`src/rtl/status_pkg.sv`:
```
package status_pkg;

  localparam int FLAG_W = 16;
  localparam int BYTE_W = 8;

  localparam int POS_C = 0;
  localparam int POS_P = 2;
  localparam int POS_A = 4;
  localparam int POS_Z = 6;
  localparam int POS_S = 7;
  localparam int POS_T = 8;
  localparam int POS_I = 9;
  localparam int POS_D = 10;
  localparam int POS_O = 11;

  localparam int NUM_CTL = 3;

  typedef enum logic [1:0] {
    KIND_ADD   = 2'd0,
    KIND_SUB   = 2'd1,
    KIND_LOGIC = 2'd2,
    KIND_NONE  = 2'd3
  } opKind_e;

  typedef struct packed {
    logic               condEn;
    logic               isAdd;
    logic               isSub;
    logic               isLogic;
    logic               wordOp;
    logic [NUM_CTL-1:0] ctlWr;
    logic               ctlVal;
  } flagStrobe_t;

  function automatic int ctlPos(input int idx);
    case (idx)
      0:       return POS_D;
      1:       return POS_I;
      default: return POS_T;
    endcase
  endfunction

endpackage

```
`src/rtl/flag_ctrl.sv`:
```
module flagCtrl
  import status_pkg::*;
(
  input  logic        clk,
  input  logic        rstN,
  input  logic        opValid,
  input  logic [1:0]  opKind,
  input  logic        isWord,
  input  logic        ctlValid,
  input  logic [1:0]  ctlSel,
  input  logic        ctlVal,
  output flagStrobe_t strobe
);

  opKind_e kindDec;
  logic    kindLive;
  logic [NUM_CTL-1:0] ctlWrDec;

  assign kindDec  = opKind_e'(opKind);
  assign kindLive = opValid && (kindDec != KIND_NONE);

  for (genvar gi = 0; gi < NUM_CTL; gi++) begin : g_ctlDec
    assign ctlWrDec[gi] = ctlValid && (ctlSel == 2'(gi));
  end

  always_comb begin
    strobe         = '0;
    strobe.condEn  = kindLive;
    strobe.isAdd   = kindLive && (kindDec == KIND_ADD);
    strobe.isSub   = kindLive && (kindDec == KIND_SUB);
    strobe.isLogic = kindLive && (kindDec == KIND_LOGIC);
    strobe.wordOp  = isWord;
    strobe.ctlWr   = ctlWrDec;
    strobe.ctlVal  = ctlVal;
  end

  AST_ONE_KIND: assert property (@(posedge clk) disable iff (!rstN)
    $onehot0({strobe.isAdd, strobe.isSub, strobe.isLogic})) else $error("kind strobes overlap");

  AST_CTL_ONEHOT: assert property (@(posedge clk) disable iff (!rstN)
    $onehot0(strobe.ctlWr)) else $error("more than one control write");

endmodule

```
`src/rtl/flag_path.sv`:
```
module flagPath
  import status_pkg::*;
#(
  parameter int DATA_W = 16
) (
  input  logic              clk,
  input  logic              rstN,
  input  flagStrobe_t       strobe,
  input  logic [DATA_W-1:0] opA,
  input  logic [DATA_W-1:0] opB,
  input  logic [DATA_W-1:0] opRes,
  input  logic              carryOut,
  output logic [FLAG_W-1:0] flagWord
);

  localparam int TOP_W  = DATA_W - 1;
  localparam int TOP_B  = BYTE_W - 1;
  localparam int AUX_B  = 4;

  logic [FLAG_W-1:0] flagReg;
  logic signA, signB, signR;
  logic resZero, resParity, auxBit, ovfAdd, ovfSub;
  logic nextC, nextA, nextO;

  assign signA = strobe.wordOp ? opA[TOP_W]   : opA[TOP_B];
  assign signB = strobe.wordOp ? opB[TOP_W]   : opB[TOP_B];
  assign signR = strobe.wordOp ? opRes[TOP_W] : opRes[TOP_B];

  assign resZero   = strobe.wordOp ? (opRes == '0) : (opRes[TOP_B:0] == '0);
  assign resParity = ~^opRes[TOP_B:0];
  assign auxBit    = opA[AUX_B] ^ opB[AUX_B] ^ opRes[AUX_B];
  assign ovfAdd    = (signA == signB) && (signR != signA);
  assign ovfSub    = (signA != signB) && (signR != signA);

  always_comb begin
    nextC = flagReg[POS_C];
    nextA = flagReg[POS_A];
    nextO = flagReg[POS_O];
    if (strobe.isAdd) begin
      nextC = carryOut;
      nextA = auxBit;
      nextO = ovfAdd;
    end else if (strobe.isSub) begin
      nextC = carryOut;
      nextA = auxBit;
      nextO = ovfSub;
    end else if (strobe.isLogic) begin
      nextC = 1'b0;
      nextO = 1'b0;
    end
  end

  always_ff @(posedge clk or negedge rstN) begin
    if (!rstN) begin
      flagReg <= '0;
    end else begin
      if (strobe.condEn) begin
        flagReg[POS_C] <= nextC;
        flagReg[POS_P] <= resParity;
        flagReg[POS_A] <= nextA;
        flagReg[POS_Z] <= resZero;
        flagReg[POS_S] <= signR;
        flagReg[POS_O] <= nextO;
      end
      for (int k = 0; k < NUM_CTL; k++) begin
        if (strobe.ctlWr[k]) flagReg[ctlPos(k)] <= strobe.ctlVal;
      end
    end
  end

  assign flagWord = flagReg;

  AST_LOGIC_CLEARS: assert property (@(posedge clk) disable iff (!rstN)
    strobe.isLogic |=> (!flagWord[POS_C] && !flagWord[POS_O])) else $error("logic left C/O");

  AST_LOGIC_KEEPS_AUX: assert property (@(posedge clk) disable iff (!rstN)
    strobe.isLogic |=> (flagWord[POS_A] == $past(flagWord[POS_A]))) else $error("logic touched A");

  AST_IDLE_HOLD: assert property (@(posedge clk) disable iff (!rstN)
    !strobe.condEn |=> ({flagWord[POS_O], flagWord[POS_S], flagWord[POS_Z], flagWord[POS_A], flagWord[POS_P], flagWord[POS_C]}
      == $past({flagWord[POS_O], flagWord[POS_S], flagWord[POS_Z], flagWord[POS_A], flagWord[POS_P], flagWord[POS_C]})))
    else $error("condition flags moved while idle");

  AST_CTL_HOLD: assert property (@(posedge clk) disable iff (!rstN)
    (strobe.ctlWr == '0) |=> $stable(flagWord[POS_D:POS_T])) else $error("control flags moved");

  AST_ZERO_NOT_NEG: assert property (@(posedge clk) disable iff (!rstN)
    (strobe.condEn && resZero) |=> !flagWord[POS_S]) else $error("zero result with sign set");

endmodule

```
`src/rtl/status_word_unit.sv`:
```
module statusWordUnit
  import status_pkg::*;
#(
  parameter int DATA_W = 16
) (
  input  logic              clk,
  input  logic              rstN,
  input  logic              opValid,
  input  logic [1:0]        opKind,
  input  logic              isWord,
  input  logic [DATA_W-1:0] opA,
  input  logic [DATA_W-1:0] opB,
  input  logic [DATA_W-1:0] opRes,
  input  logic              carryOut,
  input  logic              ctlValid,
  input  logic [1:0]        ctlSel,
  input  logic              ctlVal,
  output logic [FLAG_W-1:0] flagWord
);

  flagStrobe_t strobe;

  flagCtrl u_ctrl (
    .clk      (clk),
    .rstN     (rstN),
    .opValid  (opValid),
    .opKind   (opKind),
    .isWord   (isWord),
    .ctlValid (ctlValid),
    .ctlSel   (ctlSel),
    .ctlVal   (ctlVal),
    .strobe   (strobe)
  );

  flagPath #(.DATA_W(DATA_W)) u_path (
    .clk      (clk),
    .rstN     (rstN),
    .strobe   (strobe),
    .opA      (opA),
    .opB      (opB),
    .opRes    (opRes),
    .carryOut (carryOut),
    .flagWord (flagWord)
  );

endmodule

```
`config.mk`:
```
export PLATFORM = sky130hd
export DESIGN_NAME = statusWordUnit
export DESIGN_NICKNAME = d
export VERILOG_FILES = /design/src/rtl/status_pkg.sv /design/src/rtl/flag_ctrl.sv /design/src/rtl/flag_path.sv /design/src/rtl/status_word_unit.sv
export SDC_FILE = /design/constraint.sdc
export NUM_CORES = 1
export LEC_CHECK = 0
export ABC_AREA = 1
export ABC_CLOCK_PERIOD_IN_PS = 930
export BUFFER_PORTS_ARGS = -buffer_cell sky130_fd_sc_hd__buf_2
export CAP_MARGIN = 15
export CORE_MARGIN = 4
export CORE_UTILIZATION = 37
export CTS_BUF_LIST = sky130_fd_sc_hd__clkbuf_2
export DETAILED_ROUTE_END_ITERATION = 8
export HOLD_SLACK_MARGIN = 0.15
export PLACE_DENSITY = 0.81
export SETUP_SLACK_MARGIN = 0.05
export SYNTH_ARGS = -nofsm -noshare
export SYNTH_HDL_FRONTEND = slang
export SYNTH_SLANG_ARGS = --single-unit
```
`constraint.sdc`:
```
create_clock -name clk -period 0.93 [get_ports clk]
set_clock_uncertainty 0.05 [all_clocks]
set_input_delay 0.0465 -clock clk [delete_from_list [all_inputs] [get_ports clk]]
set_output_delay 0.0465 -clock clk [all_outputs]
set_load 0.005 [all_outputs]
```
==> reports/results.tsv <==
metric	value	unit
status	completed	
crit_buf_inv	1	
drv_slew	0	
seqCellArea	225	µm²
hold_viol	0	
syn_inst	115	
total_power	1130	µW
worstPathMaxFanout	2	
areaGrowthSynthToFinish	40.3	%
place.detailed.hpwl	1.61	mm
required	830	ps
path_clk_slew	90	ps
synth_most_common_cell	nand2_1	
ys_seq_elements	9	
grt.total_usage	14.3	%
clockBufferDepth	2	
cts_inserted_buffers	3	
synth_area_leaders	dfrtp_1, nand2_1, inv_1, buf_4, ha_1	
rows	16	
finalCritPeriodShare	93.6	%
cts_tree	done	
ios	75	
syn_area_per_cell	6.58	µm²
diodes	0	
finalSetupViolCount	0	
wl_per_cell	9.71	µm
drc_errors	0	
final_nets	232	
grt_antenna_before_repair	0	
dpl_cell_area	970	µm²
largest_reg_flops	9	
yosysTopAreaCell	dfrtp_1	
initial_core_util	38.6	%
routed_wirelength	1.89	mm
cts_sinks	9	
ys_types	18	
place_congestion	0.696	
h-tree-depth	1	
rsz0062_at_grt	yes	
drt_iter0_markers	16	
timing.hold.ws	61.0	ps
ir_drop	483	µV
worst_setup_path_start_kind	flop	
grt_pass1_vias	807	
yosysWarnings	0	
drive_gt1_share	34.5	%
synth_commonest_cells	nand2_1, inv_1, dfrtp_1	
ys_async_sr_fraction	100	%
design_area	1060	µm²
die_w	53.2	µm
cp_cell_sequence	buf_2	
synth-edff-count	0	
synth_ff_type	dfrtp_1	
grt_pass1_wl	3.02	mm
firstDrtPassIters	5	
root_buffer	clkbuf_2	
fill_cells	210	
syn_area	757	µm²
crit_family	flip-flops	
max_freq	1.15	GHz
critPathMaxStageDelay	390	ps
grt_max_degree	10	
finalCriticalPeriod	870	ps
die-area	2830	µm²
core_area	1960	µm²
ant_nets	0	
ys_seq_area_share	29.8	%
portBuffers	41	
viasPerCell	4.47	
vias	872	
power_density	1060	nW/µm²
cap_violations	0	
overflow	0	
path_class	reg2out	
clock_latency	250	ps
min_path_type	in2reg	
worstPathArrival	770	ps
cts-hold-fix-buffers	5	
cp-end-kind	output port	
leakage	0.000694	µW
multiInputGateArea	400	µm²
synth_top_area_share	29.8	%
slowest_stage	dfrtp_1	
fp.dieH	53.2	µm
==> where the power goes <==
part	internal (µW)	total (µW)	switching, µW
Clock	114	249	135
Sequential	443	472	28.3
Combinational	205	407	201
Total	763	1130	365
==> per-stage QoR <==
step	setup WS (ps)	setup TNS, ps	std cells	utilization, %
finish	59.9	0	195	54.1
global placement	-66.6	-66.6	183	49.4
global route	10.7	0	195	54.1
detailed placement	-130	-133	183	49.4
floorplan	56.7	0	121	-
CTS	53.3	0	192	53.0
==> logic make-up (layout without fill, tap and decap cells) <==
kind of cell    Yosys count  count (layout)  share of synthesized area (%)
xor+xnor                  3               3                           3.47
flops                     9               9                           29.8
simple gates             60              60                           33.6
compound gates            8               8                           5.78
fa+ha+maj                 4               4                           6.61
other cells               1               7                          0.495
buf+inv                  30              77                           20.3
==> timing repair <==
action / 4_1_cts / 5_1_grt
endpoints found under the setup margin: 0 / 11
gates resized for setup: 0 / 1
setup buffers: 0 / 4
endpoints found under the hold margin: 16 / 14
==> metal layers <==
layer | vias up | wire (µm) | track usage (%)
li1 | 441 | - | -
met1 | 381 | 695 | 15.3
met2 | 40 | 1010 | 27.6
met3 | 10 | 148 | 1.97
met4 | 0 | 44 | 5.11
met5 | - | 0 | 0
==> worst paths after layout <==
kind,startpoint,end,slack [ps],depth (start not counted)
setup / recovery,u_path.flagWord[0],flagWord[0],60,1
hold / removal,opKind[0],u_path.flagWord[11],60,4
setup reg to reg,u_path.flagWord[0],u_path.flagWord[0],70,2
hold reg to reg,u_path.flagWord[4],u_path.flagWord[4],450,2
max in group asynchronous,rstN,u_path.flagWord[7],520,2
min in group asynchronous,rstN,u_path.flagWord[10],120,2
==> area by class of cell <==
class	count	area share, %
inverter	22	8.48
timing repair buffer	51	27.6
clock buffer	4	1.88
multi-input combinational	82	37.7
tap	27	3.18
sequential	9	21.2
==> cells in the final DEF (no fill, tap or decap) <==
| master | instances |
|---|---|
| a21oi_1 | 1 |
| a22o_1 | 1 |
| buf_2 | 41 |
| buf_4 | 6 |
| clkbuf_2 | 4 |
| conb_1 | 7 |
| dfrtp_1 | 9 |
| dlygate4sd3_1 | 3 |
| dlymetal6s4s_1 | 1 |
| ha_1 | 4 |
| inv_1 | 21 |
| inv_8 | 1 |
| nand2_1 | 37 |
| nand2_2 | 6 |
| nand3_1 | 6 |
| nand4_1 | 2 |
| nor2_1 | 8 |
| nor3_1 | 1 |
| o21ai_0 | 5 |
| o21ai_1 | 1 |
| xnor2_1 | 2 |
| xor2_1 | 1 |
(Power assumes the default switching activity.)
